==> src/rtl/clkdiv_pkg.sv <==
package clkdiv_pkg;
   localparam logic [1:0] LVL_LOW  = 2'b00;
   localparam logic [1:0] LVL_MID  = 2'b01;
   localparam logic [1:0] LVL_HIGH = 2'b11;
   localparam int LG_W = 3;

   typedef struct packed {
      logic            on;
      logic [LG_W-1:0] lg;
   } lane_cfg_t;

   // Map a raw code to a legal level; the unused code reads as low
   function automatic logic [1:0] norm_level(input logic [1:0] code);
      case (code)
         LVL_MID:  return LVL_MID;
         LVL_HIGH: return LVL_HIGH;
         default:  return LVL_LOW;
      endcase
   endfunction

   function automatic lane_cfg_t mk_cfg(input logic on, input int lg);
      lane_cfg_t c;
      c.on = on;
      c.lg = LG_W'(lg);
      return c;
   endfunction
endpackage

==> src/rtl/clkdiv_mode_dec.sv <==
module clkdiv_mode_dec
   import clkdiv_pkg::*;
(
   input  logic [1:0] en_code,
   input  logic [1:0] sel1_code,
   input  logic [1:0] sel0_code,
   output lane_cfg_t  pri_cfg,
   output lane_cfg_t  sec_cfg
);
   logic [1:0] en_l, s1_l, s0_l;

   always_comb begin
      en_l = norm_level(en_code);
      s1_l = norm_level(sel1_code);
      s0_l = norm_level(sel0_code);
      pri_cfg = mk_cfg(1'b0, 0);
      sec_cfg = mk_cfg(1'b0, 0);
      case ({en_l, s1_l, s0_l})
         {LVL_MID,  LVL_LOW,  LVL_MID }: begin pri_cfg = mk_cfg(1'b1, 0); sec_cfg = mk_cfg(1'b1, 0); end
         {LVL_MID,  LVL_MID,  LVL_HIGH}: begin pri_cfg = mk_cfg(1'b1, 0); sec_cfg = mk_cfg(1'b1, 1); end
         {LVL_MID,  LVL_LOW,  LVL_HIGH}: begin pri_cfg = mk_cfg(1'b1, 1); sec_cfg = mk_cfg(1'b1, 1); end
         {LVL_MID,  LVL_LOW,  LVL_LOW }: begin pri_cfg = mk_cfg(1'b1, 2); sec_cfg = mk_cfg(1'b1, 2); end
         {LVL_MID,  LVL_HIGH, LVL_LOW }: begin pri_cfg = mk_cfg(1'b1, 2); sec_cfg = mk_cfg(1'b1, 3); end
         {LVL_MID,  LVL_MID,  LVL_MID }: begin pri_cfg = mk_cfg(1'b1, 3); sec_cfg = mk_cfg(1'b1, 0); end
         {LVL_HIGH, LVL_LOW,  LVL_LOW }: begin pri_cfg = mk_cfg(1'b1, 0); sec_cfg = mk_cfg(1'b1, 2); end
         {LVL_HIGH, LVL_LOW,  LVL_HIGH}: begin pri_cfg = mk_cfg(1'b1, 1); sec_cfg = mk_cfg(1'b1, 2); end
         {LVL_HIGH, LVL_HIGH, LVL_LOW }: begin pri_cfg = mk_cfg(1'b1, 3); sec_cfg = mk_cfg(1'b1, 2); end
         {LVL_HIGH, LVL_HIGH, LVL_HIGH}: begin pri_cfg = mk_cfg(1'b0, 0); sec_cfg = mk_cfg(1'b1, 2); end
         default: ;
      endcase
   end


   always_comb begin
      if (norm_level(en_code) == LVL_LOW)
         en_low_off_chk: assert (!pri_cfg.on && !sec_cfg.on);
   end
endmodule

==> src/rtl/clkdiv_cycle_cnt.sv <==
module clkdiv_cycle_cnt #(
   parameter int CNT_W = 4
) (
   input  logic             clk,
   input  logic             rst,
   output logic [CNT_W-1:0] cnt_q,
   output logic             at_last
);
   generate
      if (CNT_W < 2) begin : g_bad_width
         $error("clkdiv_cycle_cnt: CNT_W must be at least 2");
      end
   endgenerate

   always_ff @(posedge clk) begin
      if (rst) cnt_q <= '0;
      else     cnt_q <= cnt_q + 1'b1;
   end

   assign at_last = &cnt_q;


   cnt_step_chk: assert property (@(posedge clk) disable iff (rst)
      1'b1 |=> cnt_q == CNT_W'($past(cnt_q) + 1'b1));
endmodule

==> src/rtl/clkdiv_out_lane.sv <==
module clkdiv_out_lane
   import clkdiv_pkg::*;
#(
   parameter int CNT_W = 4
) (
   input  logic             clk,
   input  logic             rst,
   input  logic [CNT_W-1:0] cnt_i,
   input  logic             at_last,
   input  lane_cfg_t        cfg_i,
   output logic             oe_q,
   output logic [LG_W-1:0]  lg_q,
   output logic             clk_q
);
   logic [CNT_W-1:0] shifted;

   assign shifted = cnt_i >> lg_q;

   always_ff @(posedge clk) begin
      if (rst) begin
         oe_q  <= 1'b0;
         lg_q  <= '0;
         clk_q <= 1'b0;
      end else begin
         clk_q <= oe_q & ~shifted[0];
         if (at_last) begin
            oe_q <= cfg_i.on;
            lg_q <= cfg_i.lg;
         end
      end
   end


   cfg_hold_chk: assert property (@(posedge clk) disable iff (rst)
      (cnt_i != '0) |-> ($stable(lg_q) && $stable(oe_q)));


   off_low_chk: assert property (@(posedge clk) disable iff (rst)
      !oe_q |-> !clk_q);
endmodule

==> src/rtl/clkdiv_dual_mode.sv <==
module clkdiv_dual_mode
   import clkdiv_pkg::*;
#(
   parameter int MAX_LOG2 = 3
) (
   input  logic       clk,
   input  logic       rst,
   input  logic [1:0] en_code,
   input  logic [1:0] sel1_code,
   input  logic [1:0] sel0_code,
   output logic       pri_clk,
   output logic       pri_oe,
   output logic       sec_clk,
   output logic       sec_oe
);
   localparam int CNT_W  = MAX_LOG2 + 1;
   localparam int NLANES = 2;

   generate
      if (MAX_LOG2 < 3 || MAX_LOG2 > 7) begin : g_bad_range
         $error("clkdiv_dual_mode: MAX_LOG2 must lie in 3..7");
      end
   endgenerate

   lane_cfg_t        cfg   [NLANES];
   logic             oe    [NLANES];
   logic             lclk  [NLANES];
   logic [LG_W-1:0]  lg    [NLANES];
   logic [CNT_W-1:0] cnt;
   logic             at_last;

   clkdiv_mode_dec u_dec (
      .en_code   (en_code),
      .sel1_code (sel1_code),
      .sel0_code (sel0_code),
      .pri_cfg   (cfg[0]),
      .sec_cfg   (cfg[1])
   );

   clkdiv_cycle_cnt #(.CNT_W(CNT_W)) u_cnt (
      .clk     (clk),
      .rst     (rst),
      .cnt_q   (cnt),
      .at_last (at_last)
   );

   generate
      for (genvar i = 0; i < NLANES; i++) begin : g_lane
         clkdiv_out_lane #(.CNT_W(CNT_W)) u_lane (
            .clk     (clk),
            .rst     (rst),
            .cnt_i   (cnt),
            .at_last (at_last),
            .cfg_i   (cfg[i]),
            .oe_q    (oe[i]),
            .lg_q    (lg[i]),
            .clk_q   (lclk[i])
         );
      end
   endgenerate

   assign pri_clk = lclk[0];
   assign pri_oe  = oe[0];
   assign sec_clk = lclk[1];
   assign sec_oe  = oe[1];


   equal_ratio_match_chk: assert property (@(posedge clk) disable iff (rst)
      (oe[0] && oe[1] && lg[0] == lg[1]) |-> (lclk[0] == lclk[1]));
endmodule

==> config.mk <==
export PLATFORM = sky130hd
export DESIGN_NAME = clkdiv_dual_mode
export DESIGN_NICKNAME = d
export VERILOG_FILES = /design/src/rtl/clkdiv_pkg.sv /design/src/rtl/clkdiv_mode_dec.sv /design/src/rtl/clkdiv_cycle_cnt.sv /design/src/rtl/clkdiv_out_lane.sv /design/src/rtl/clkdiv_dual_mode.sv
export SDC_FILE = /design/constraint.sdc
export NUM_CORES = 1
export LEC_CHECK = 0
export ABC_AREA = 1
export CAP_MARGIN = 5
export CORE_UTILIZATION = 35
export DETAILED_ROUTE_END_ITERATION = 10
export DONT_BUFFER_PORTS = 1
export HOLD_SLACK_MARGIN = 0.02
export PLACE_DENSITY = 0.57
export SLEW_MARGIN = 20
export SYNTH_ARGS = -nofsm -noshare
export SYNTH_HDL_FRONTEND = slang
export SYNTH_SLANG_ARGS = --single-unit
==> constraint.sdc <==
create_clock -name clk -period 1.6 [get_ports clk]
set_clock_uncertainty 0.15 [all_clocks]
set_input_delay 0.32 -clock clk [delete_from_list [all_inputs] [get_ports clk]]
set_output_delay 0.32 -clock clk [all_outputs]
set_load 0.01 [all_outputs]
* Word-level counts from Yosys, hierarchy flattened
Index checks and enable logic that the tools add are counted.
Word-level totals: output and inout bits 4, bits of input ports 8, word-level logic and storage cells 43, bits in registers 14
Operators by class: reductions and logical operators 8, add/sub/neg operators 1, equality and inequality tests 16, mux-type cells 5, bitwise gates (word level) 4, shift-type cells 2
Operators with widths (number):
- 6-bit by 5-bit equality test with 1-bit output, second input constant | 6
- 4-bit case mux with 4 select lines | 2
- 6-bit equality test, second input constant | 4
- 2-bit case mux with 2 select lines | 3
- 2-bit OR reduction | 5
- 4-bit by 3-bit >> shifter with 1-bit output | 2
- 2-bit by 1-bit equality test with 1-bit output, second input constant | 3
- 2-bit equality test, second input constant | 3
- 5-bit OR reduction | 1
- 4-bit by 1-bit adder with 4-bit output, second input constant | 1
- 4-bit AND reduction | 1
- 3-bit OR reduction | 1
- 1-bit AND | 2
- 1-bit NOT | 2

* Longest topological paths before layout
Gate-level depths: netlist (run 1).
depth after elaboration 5, mapped depth 8, depth with buffers taken out 8

* Cells and area by module
From an unflattened synthesis (run 1), not the netlist that was laid out.
Unflattened totals: cell total of the unflattened synthesis 131, area, all modules 843.3 um2
Modules (own cells, without submodules):
- clkdiv_out_lane | seq. area each 100.1 um2, cells an instance 32, times used 2, area an instance 230.2 um2
- clkdiv_mode_dec | seq. area each 0.0 um2, cells an instance 49, times used 1, area an instance 231.5 um2
- clkdiv_cycle_cnt | seq. area each 80.1 um2, cells an instance 18, times used 1, area an instance 151.4 um2

* Worst setup path after synthesis (run 1)
OpenSTA, ideal clock, no wires.
kind register to register, start register u_cnt.cnt_q[0], end register g_lane[1].u_lane.oe_q, arrival time 1055 ps, stages on the path, launching flop included 9, path buffers 0, slack 278 ps, library setup time 117 ps, clock period less this slack 1322 ps, data required time 1333 ps, cells stage by stage dfxtp_1 -> ha_1 -> nand2_2 -> clkinv_2 -> nand2_2 -> a21oi_2 -> nand3_1 -> nor2_1 -> nor2_1
On the way: word-level cells in the longest chain between the ends 1
Ends and longest elaborated chain:
- start: declaration | RTL line clkdiv_cycle_cnt.sv:6 | output logic [CNT_W-1:0] cnt_q,
- start signal: assignment | RTL line clkdiv_cycle_cnt.sv:17 | else cnt_q <= cnt_q + 1'b1;
- 4-bit AND reduction | RTL line clkdiv_cycle_cnt.sv:20 | assign at_last = &cnt_q;
- end signal: assignment | RTL line clkdiv_out_lane.sv:27 | oe_q <= cfg_i.on;
- end: declaration | RTL line clkdiv_out_lane.sv:11 | output logic oe_q,
No other way between the ends. A chain may end at the register's enable or synchronous reset.

* Final worst setup path (run 1)
Same ends and word-level chain as after synthesis.

==> results by group, run 1 <==
Run status
  • Status: finished clean

Layout
  • Final std cells w/o fill: 127
  • Ant diodes: 0
  • Layout area overhead: 11.9%
  • Final Cell Area: 731 um2
  • Nets: 112
  • Layout cells sized above 1: 13.7%

Timing
  • Setup TNS Final: 0 ns
  • Final hold vios: 0
  • RSZ-0062 raised after global routing: no
  • Setup-failing EPs final: 0
  • Tmin final: 1.45 ns
  • Fin crit share: 90.4%
  • Worst slew pin tran: 0.264 ns
  • Fmax: 0.691 GHz
  • Fin. max-slew vios: 0
  • Rel. slew slack: 82.2%

Power and ir drop
  • Comb pwr share: 9.0%
  • Pwr/cell area: 818 nW/um2
  • Leak pwr: 0.323 nW
  • Switching share of power: 22.7%
  • Clock Power Share: 38.9%
  • Internal power: 0.462 mW
  • Sequential share of power: 52.1%
  • P_sw: 0.136 mW
  • Peak supply drop: 0.191 mV

Synthesis
  • Yosys cell types: 19
  • Post-Syn Area: 653 um2
  • Syn_area_per_cell: 6.73 um2
  • Seq cells post-synth: 12
  • Synth warn: 0
  • Syn nets: 106
  • Seq/Total Area, Yosys: 36.8%
  • Synth Instances: 97

Global routing
  • Initial antenna violation count: 0
  • Vias in the first global route: 534
  • Grt ovf: 0
  • Largest net degree at the start of global routing: 10
  • First-pass GRT wire length: 2130 um
  • GR Util All Layers: 14.7%

Clocking
  • Clock Pin Slew Worst Setup and Hold Paths: 0.07 ns
  • Clock sinks: 12
  • Clk_lat worst skew: 0.26 ns
  • CTS tree: yes
  • Clk root buf: clkbuf_4
  • CTS Buf Count: 3
  • H-tree depth: 1
  • Clock buffer depth: 2

Detailed routing
  • Vias: 630
  • Post-route ant nets: 0
  • Detailed-route vias per instance: 4.96
  • # DRC: 0
  • Total wire length: 1250 um
  • Initial DRC Count: 16
  • Wire per inst: 9.86 um
  • First-pass DRT Iterations: 4

Floorplanning
  • Core footprint: 1750 um2
  • Die Span X: 45.2 um
  • Initial Utilization: 37.4%
  • Die height: 45.2 um
  • Row count: 15
  • Io pins: 12
  • Die area: 2040 um2

Worst setup path
  • Worst path bufs/invs: 1
  • Crit Path Max Fanout: 5
  • Setup crit start kind: register
  • Worst Path Arrival: 1.46 ns
  • Worst path top cell family by delay: flip-flops
  • Setup CP Type: register to register
  • Crit end category: register
  • Crit-path max cell delay: 0.40 ns
  • Critical path cell sequence: ha_1 -> nand2_2 -> clkinv_2 -> nand2_2 -> a21oi_2 -> nand3_1 -> nor2_1 -> nor2_1
  • Worst path required time: 1.61 ns
  • Critical Path Slowest Stage Cell: dfxtp_1

Place
  • Placed Area: 684 um2
  • Dpl hpwl: 1010 um
  • Number of port buffers: 0
  • Final GP Congestion: 0.823
  • Placed insts: 122

Hold path
  • Worst hold path class: input pin to register

Flow run
  • Number of max-cap violations: 0
==> logic make-up (layout without fill, tap and decap cells) <==
logic type,count (synthesis),after routing,synth area share [%]
AO/OA/AOI/OAI,21,21,18.6
adder cells (fa/ha/maj),1,1,1.92
buffers and inverters,14,19,8.24
flip-flops,12,12,36.8
AND/OR/NAND/NOR,49,49,34.5
==> cells in the final DEF (no fill, tap or decap) <==
master	n
nand2_1	16
nor2_1	15
inv_1	12
dfxtp_1	12
o21ai_0	10
nand3_1	8
a21oi_1	5
nor3_1	3
clkbuf_4	3
nor2_4	2
nor2_2	2
nand2_2	2
a21oi_2	2
a211oi_1	2
inv_2	1
o211ai_1	1
clkinv_2	1
a31oi_1	1
nand4_1	1
ha_1	1
clkbuf_8	1
dlygate4sd3_1	1
==> layout make-up <==
class	instances	area (um2)
Multi-Input combinational cell	71	359
Tap cell	25	31.3
Sequential cell	12	240
Inverter	14	53.8
Clock buffer	4	36.3
Timing Repair Buffer	1	10.0
Fill cell	191	1010
==> flip-flops by register name (all words and copies together), names as in the netlist <==
register / cells
g_lane.u_lane.lg_q: 4
u_cnt.cnt_q: 4
g_lane.u_lane.clk_q: 2
g_lane.u_lane.oe_q: 2
==> per-layer routing <==
layer  GRT usage [%]  part of all wire, %
met3            3.60                  4.2
met5               0                    0
met1            18.9                   50
met2            21.7                   45
met4            9.09                  1.5
==> cell usage after synthesis <==
master    count  area [um2]
dfxtp_1      12         240
nor2_2        2        12.5
a21oi_1       5        25.0
inv_2         1        3.75
ha_1          1        12.5
nor3_1        3        15.0
inv_1        12        45.0
o21ai_0      10        50.1
clkinv_2      1        5.00
nand2_2       2        12.5
nor2_1       15        56.3
o211ai_1      1        7.51
a21oi_2       2        17.5
nor2_4        2        22.5
a31oi_1       1        6.26
nand3_1       8        40.0
nand2_1      16        60.1
nand4_1       1        6.26
a211oi_1      2        15.0
==> worst reg2reg max path: cells and delay by family, from the launching register on <==
family,cells,cell delay (ns)
AOI/OAI and AO/OA,1,0.14
buffers and inverters,1,0.06
DFF,1,0.40
adders and majority gates,1,0.21
and+or+nand+nor,5,0.37
==> timing repair <==
action | 4_1_cts | 5_1_grt
gates resized for setup | 0 | 0
setup buffers | 0 | 0
hold buffers | 1 | 0
hold endpoints to repair | 3 | 0
==> through the flow <==
| stage | util [%] | setup slack, ns | total power, mW | hold WS (ns) |
|---|---|---|---|---|
| finish | 41.9 | 0.154 | 0.598 | 0.179 |
| CTS | 41.9 | 0.151 | 0.609 | 0.179 |
| global route | 41.9 | 0.0382 | 0.635 | 0.195 |
| detailed placement | 39.2 | 0.168 | 0.370 | 0.241 |
| floorplan | - | 0.278 | 0.359 | 0.237 |
| global placement | 39.2 | 0.184 | 0.370 | 0.239 |
==> final timing paths <==
kind                                           startpoint                                 end  slack [ns]  cells after the start
worst max-delay path            u_cnt.cnt_q[0]$_SDFF_PP0_  g_lane[1].u_lane.oe_q$_SDFFE_PP0P_        0.15                      8
worst max register to register  u_cnt.cnt_q[0]$_SDFF_PP0_  g_lane[1].u_lane.oe_q$_SDFFE_PP0P_        0.15                      8
worst min register to register  u_cnt.cnt_q[0]$_SDFF_PP0_           u_cnt.cnt_q[0]$_SDFF_PP0_        0.34                      1
worst min-delay path                                  rst   g_lane[1].u_lane.clk_q$_SDFF_PP0_        0.18                      3
==> power groups by stage <==
stage,logic (mW),clock network [mW],registers (mW)
after CTS,0.0542,0.243,0.311
after floorplan,0.0426,0,0.317
after global placement,0.0516,0,0.318
after global routing,0.0626,0.259,0.313
final,0.0537,0.233,0.312
after detailed placement,0.0515,0,0.319
No activity file was read; power rests on OpenSTA's default activity.
==> inputs of run 2 (changes only) <==
--- a/config.mk
+++ b/config.mk
@@ -10,8 +10,8 @@
 export CORE_UTILIZATION = 35
 export DETAILED_ROUTE_END_ITERATION = 10
 export DONT_BUFFER_PORTS = 1
-export HOLD_SLACK_MARGIN = 0.02
 export PLACE_DENSITY = 0.57
+export SETUP_SLACK_MARGIN = 0.2
 export SLEW_MARGIN = 20
 export SYNTH_ARGS = -nofsm -noshare
 export SYNTH_HDL_FRONTEND = slang
==> results by group, run 2 (synthesis gave the netlist of run 1 again) <==
Global routing
  • Initial antenna violation count: 0
  • Largest net degree at the start of global routing: 10
  • First-pass GRT wire length: 2130 um
  • Grt ovf: 0
  • Vias in the first global route: 534
  • GR Util All Layers: 14.7%

Detailed routing
  • Detailed-route vias per instance: 4.94
  • Wire per inst: 10.1 um
  • Vias: 637
  • First-pass DRT Iterations: 4
  • Post-route ant nets: 0
  • # DRC: 0
  • Initial DRC Count: 12
  • Total wire length: 1310 um

Worst setup path
  • Crit end category: register
  • Setup CP Type: register to register
  • Worst Path Arrival: 1.36 ns
  • Critical Path Slowest Stage Cell: dfxtp_4
  • Crit-path max cell delay: 0.37 ns
  • Reg-to-Reg End: g_lane[1].u_lane.oe_q$_SDFFE_PP0P_
  • Levels on crit path: 8
  • Reg2Reg Depth: 8
  • FF-to-FF Start: u_cnt.cnt_q[0]$_SDFF_PP0_
  • Worst path bufs/invs: 1
  • Crit path top cell by count: nor2_1
  • Crit Path Max Fanout: 4
  • Setup crit start kind: register
  • Worst path required time: 1.62 ns
  • Critical path cell sequence: ha_4 -> nand2_4 -> inv_4 -> nand2_2 -> a21oi_2 -> nand3_1 -> nor2_1 -> nor2_1
  • Setup crit end: g_lane[1].u_lane.oe_q$_SDFFE_PP0P_
  • Worst path top cell family by delay: flip-flops
  • Crit path from: u_cnt.cnt_q[0]$_SDFF_PP0_
  • Worst R2R Setup Slack: 0.25 ns

Floorplanning
  • Core footprint: 1750 um2
  • Io pins: 12
  • Die height: 45.2 um
  • Row count: 15
  • Die Span X: 45.2 um
  • Die area: 2040 um2
  • Initial Utilization: 37.4%

Timing
  • Fin crit share: 84.2%
  • RSZ-0062 raised after global routing: yes
  • Final hold vios: 0
  • Tmin final: 1.35 ns
  • Worst slew pin tran: 0.264 ns
  • Rel. slew slack: 82.2%
  • Setup-failing EPs final: 0
  • Fin. max-slew vios: 0
  • Setup TNS Final: 0 ns
  • Setup ws final: 0.253 ns
  • Fmax: 0.742 GHz

Layout
  • Nets: 114
  • Commonest cells after routing, fill and taps aside: 16 x nand2_1, 15 x nor2_1, 12 x inv_1
  • Layout cells sized above 1: 18.3%
  • Layout area overhead: 18.2%
  • Ant diodes: 0
  • Commonest non-fill, non-tap cell in the layout: nand2_1
  • Top Registers: g_lane.u_lane.lg_q (4), u_cnt.cnt_q (4)
  • Post-Route Utilization: 44.2%

Power and ir drop
  • Peak supply drop: 0.191 mV
  • Pwr/cell area: 794 nW/um2
  • Leak pwr: 0.346 nW
  • Pwr Total: 0.613 mW

Place
  • Dpl hpwl: 1010 um
  • Number of port buffers: 0
  • Final GP Congestion: 0.823
  • Place WS: 0.168 ns

Run status
  • Status: finished clean

Clocking
  • H-tree depth: 1
  • Clock buffer depth: 2
  • CTS tree: yes
  • Clk_lat worst skew: 0.27 ns
  • Clk root buf: clkbuf_4
  • Clock sinks: 12
  • Clock Pin Slew Worst Setup and Hold Paths: 0.07 ns
  • CTS Buf Count: 3

Hold path
  • Worst hold path class: input pin to register

Flow run
  • Number of max-cap violations: 0
[run 2: cell count changes in the layout (fill, tap and decap cells not counted), sizes merged]
cell    before  now
inv         13   14
clkinv       1    0
buf          0    2
[run 2: layer usage]
layer	share of wire [%]	vias to the layer above	global-route usage, %
met5	0	-	0
met4	2.1	0	9.09
met3	4.7	4	3.60
met2	45	18	21.7
met1	48	284	18.9
li1	-	331	-
[run 2: worst min-delay path by stage]
stage / startpoint / end / slack (ns) / cells past startpoint
final: rst / g_lane[1].u_lane.clk_q$_SDFF_PP0_ / 0.17 / 3
after global routing: rst / g_lane[1].u_lane.clk_q$_SDFF_PP0_ / 0.20 / 3
after CTS: en_code[1] / g_lane[1].u_lane.lg_q[0]$_SDFFE_PP0P_ / 0.18 / 3
after detailed placement: rst / u_cnt.cnt_q[0]$_SDFF_PP0_ / 0.24 / 1
after global placement: rst / u_cnt.cnt_q[0]$_SDFF_PP0_ / 0.24 / 1
after floorplan: rst / u_cnt.cnt_q[0]$_SDFF_PP0_ / 0.24 / 1
[run 2: where the power goes]
| part | total [mW] | switching [mW] | leakage (nW) | internal [mW] |
|---|---|---|---|---|
| logic | 0.0619 | 0.0364 | 0.226 | 0.0256 |
| clock network | 0.237 | 0.0988 | 0.0210 | 0.138 |
| registers | 0.314 | 0.00882 | 0.0984 | 0.305 |
| total | 0.613 | 0.144 | 0.346 | 0.469 |
[run 2: tightest hold or removal path, stage by stage]
cell and delay, ns:
inv_1 0.09, nand2_1 0.09, nor3_1 0.05
[run 2: area by class of cell]
class | count | area [um2]
tap | 25 | 31.3
timing repair buffer | 3 | 25.0
sequential | 12 | 248
multi-input combinational | 71 | 377
inverter | 14 | 55.1
clock buffer | 4 | 36.3
fill | 188 | 973
[run 2: what timing repair did]
action,CTS,global route
hold endpoints to repair,3,0
endpoints found under the setup margin,3,3
pin swaps,0,2
setup buffers,0,2
hold buffers,1,0
gates resized for setup,3,5
[run 2: metrics by stage]
stage	std cells	cell area, um2	hold WS (ns)
3_3_place_gp	122	684	0.239
3_5_place_dp	122	684	0.241
6_report	129	772	0.173
2_1_floorplan	97	653	0.237
4_1_cts	127	736	0.179
5_1_grt	129	772	0.195
==> inputs of run 3 (changes only) <==
==> constraint.sdc (replaced) <==
create_clock -name clk -period 1.3 [get_ports clk]
set_clock_uncertainty 0.15 [all_clocks]
set_input_delay 0.26 -clock clk [delete_from_list [all_inputs] [get_ports clk]]
set_output_delay 0.26 -clock clk [all_outputs]
set_load 0.01 [all_outputs]
==> results by group, run 3 (synthesis gave the netlist of run 1 again) <==
Timing
  • Setup-failing EPs final: 0
  • Final hold vios: 0
  • Worst slew pin tran: 0.350 ns
  • Fin. max-slew vios: 0
  • Fmax: 0.782 GHz
  • Tmin final: 1.28 ns
  • Fin crit share: 98.3%
  • Rel. slew slack: 76.6%
  • Setup TNS Final: 0 ns
  • RSZ-0062 raised after global routing: yes

Power and ir drop
  • Leak pwr: 0.388 nW
  • Pwr/cell area: 884 nW/um2
  • Peak supply drop: 0.309 mV

Layout
  • Nets: 121
  • Commonest cells after routing, fill and taps aside: 16 x nand2_1, 14 x nor2_1, 12 x inv_1
  • Layout area overhead: 34.7%
  • Commonest non-fill, non-tap cell in the layout: nand2_1
  • Layout cells sized above 1: 34.2%
  • Final Cell Area: 880 um2
  • Top Registers: g_lane.u_lane.lg_q (4), u_cnt.cnt_q (4)
  • # fillers: 185
  • Ant diodes: 0
  • Final std cells w/o fill: 136

Detailed routing
  • Post-route ant nets: 0
  • Total wire length: 1470 um
  • # DRC: 0
  • Detailed-route vias per instance: 4.88
  • First-pass DRT Iterations: 4
  • Initial DRC Count: 13
  • Vias: 663
  • Wire per inst: 10.8 um

Clocking
  • Clk_lat worst skew: 0.27 ns
  • Clock Pin Slew Worst Setup and Hold Paths: 0.08 ns
  • Clk root buf: clkbuf_4
  • Clock buffer depth: 2
  • Clock sinks: 12
  • CTS Buf Count: 3
  • H-tree depth: 1
  • CTS tree: yes

Worst setup path
  • Critical path cell sequence: ha_4 -> nand2_4 -> nor2_4 -> buf_6 -> o21ai_0 -> nor2_1
  • Worst path top cell family by delay: flip-flops
  • Worst path required time: 1.31 ns
  • Setup CP Type: register to register
  • Crit-path max cell delay: 0.36 ns
  • Critical Path Slowest Stage Cell: dfxtp_4
  • Crit end category: register
  • Worst path bufs/invs: 1
  • Setup crit start kind: register
  • Worst Path Arrival: 1.29 ns
  • Crit Path Max Fanout: 4

Global routing
  • First-pass GRT wire length: 2390 um
  • Vias in the first global route: 601
  • Grt ovf: 0
  • Initial antenna violation count: 0
  • Largest net degree at the start of global routing: 10
  • GR Util All Layers: 16.3%

Floorplanning
  • Die Span X: 45.2 um
  • Initial Utilization: 37.4%
  • Die area: 2040 um2
  • Row count: 15
  • Core footprint: 1750 um2
  • Io pins: 12
  • Die height: 45.2 um

Place
  • Placed Area: 742 um2
  • Placed insts: 126
  • Dpl hpwl: 1060 um
  • Number of port buffers: 0
  • Final GP Congestion: 0.775

Flow run
  • Number of max-cap violations: 0

Run status
  • Status: finished clean

Hold path
  • Worst hold path class: input pin to register
## run 3: cell count changes in the layout (fill, tap and decap cells not counted), sizes merged
cell	delta
inv	-1
clkinv	+1
buf	+7
## run 3: per-layer routing
| metal | part of all wire, % | global-route usage (%) | vias up |
|---|---|---|---|
| met3 | 4.7 | 3.20 | 2 |
| met1 | 45 | 20.4 | 296 |
| li1 | - | - | 348 |
| met5 | 0 | 0 | - |
| met4 | 0.55 | 8.48 | 0 |
| met2 | 49 | 26.4 | 17 |
## run 3: path summary, 6_finish.rpt
path / slack, ns / start / cells past startpoint / endpoint
setup / recovery: 0.02 / u_cnt.cnt_q[0]$_SDFF_PP0_ / 6 / g_lane[1].u_lane.oe_q$_SDFFE_PP0P_
hold / removal: 0.11 / sel0_code[0] / 3 / g_lane[0].u_lane.lg_q[1]$_SDFFE_PP0P_
setup reg to reg: 0.02 / u_cnt.cnt_q[0]$_SDFF_PP0_ / 6 / g_lane[1].u_lane.oe_q$_SDFFE_PP0P_
hold reg to reg: 0.35 / g_lane[0].u_lane.oe_q$_SDFFE_PP0P_ / 2 / g_lane[0].u_lane.clk_q$_SDFF_PP0_
## run 3: final cells by class
cell class	count	area, um2	area share [%]
multi-input combinational	71	422	47.9
sequential	12	248	28.2
inverter	14	57.6	6.54
timing repair buffer	10	85.1	9.67
clock buffer	4	36.3	4.13
tap	25	31.3	3.56
## run 3: timing repair
action	4_1_cts	5_1_grt
buffers inserted	4	1
setup endpoints to repair	6	11
resized for setup	9	14
pin swaps	4	7
hold buffers	1	0
endpoints found under the hold margin	3	0
## run 3: power by group
group	internal, mW	total, mW	switching (mW)
combinational	0.0416	0.0984	0.0568
clock	0.170	0.295	0.125
sequential	0.376	0.384	0.00810
total	0.587	0.778	0.190
## run 3: worst min-delay path, cell delays in order
cell and delay (ns):
nor2_1 0.04, o21ai_0 0.10, a31oi_1 0.09
## run 3: metrics by stage
| step | worst slack [ns] | utilization [%] | total power [mW] | hold slack, ns |
|---|---|---|---|---|
| 3_5_place_dp | -0.0248 | 42.5 | 0.471 | 0.170 |
| 3_3_place_gp | -0.0220 | 42.5 | 0.469 | 0.168 |
| 6_report | 0.0219 | 50.4 | 0.778 | 0.107 |
| 4_1_cts | 0.00634 | 48.0 | 0.772 | 0.115 |
| 5_1_grt | -0.0572 | 50.4 | 0.812 | 0.166 |
| 2_1_floorplan | 0.0582 | - | 0.449 | 0.167 |
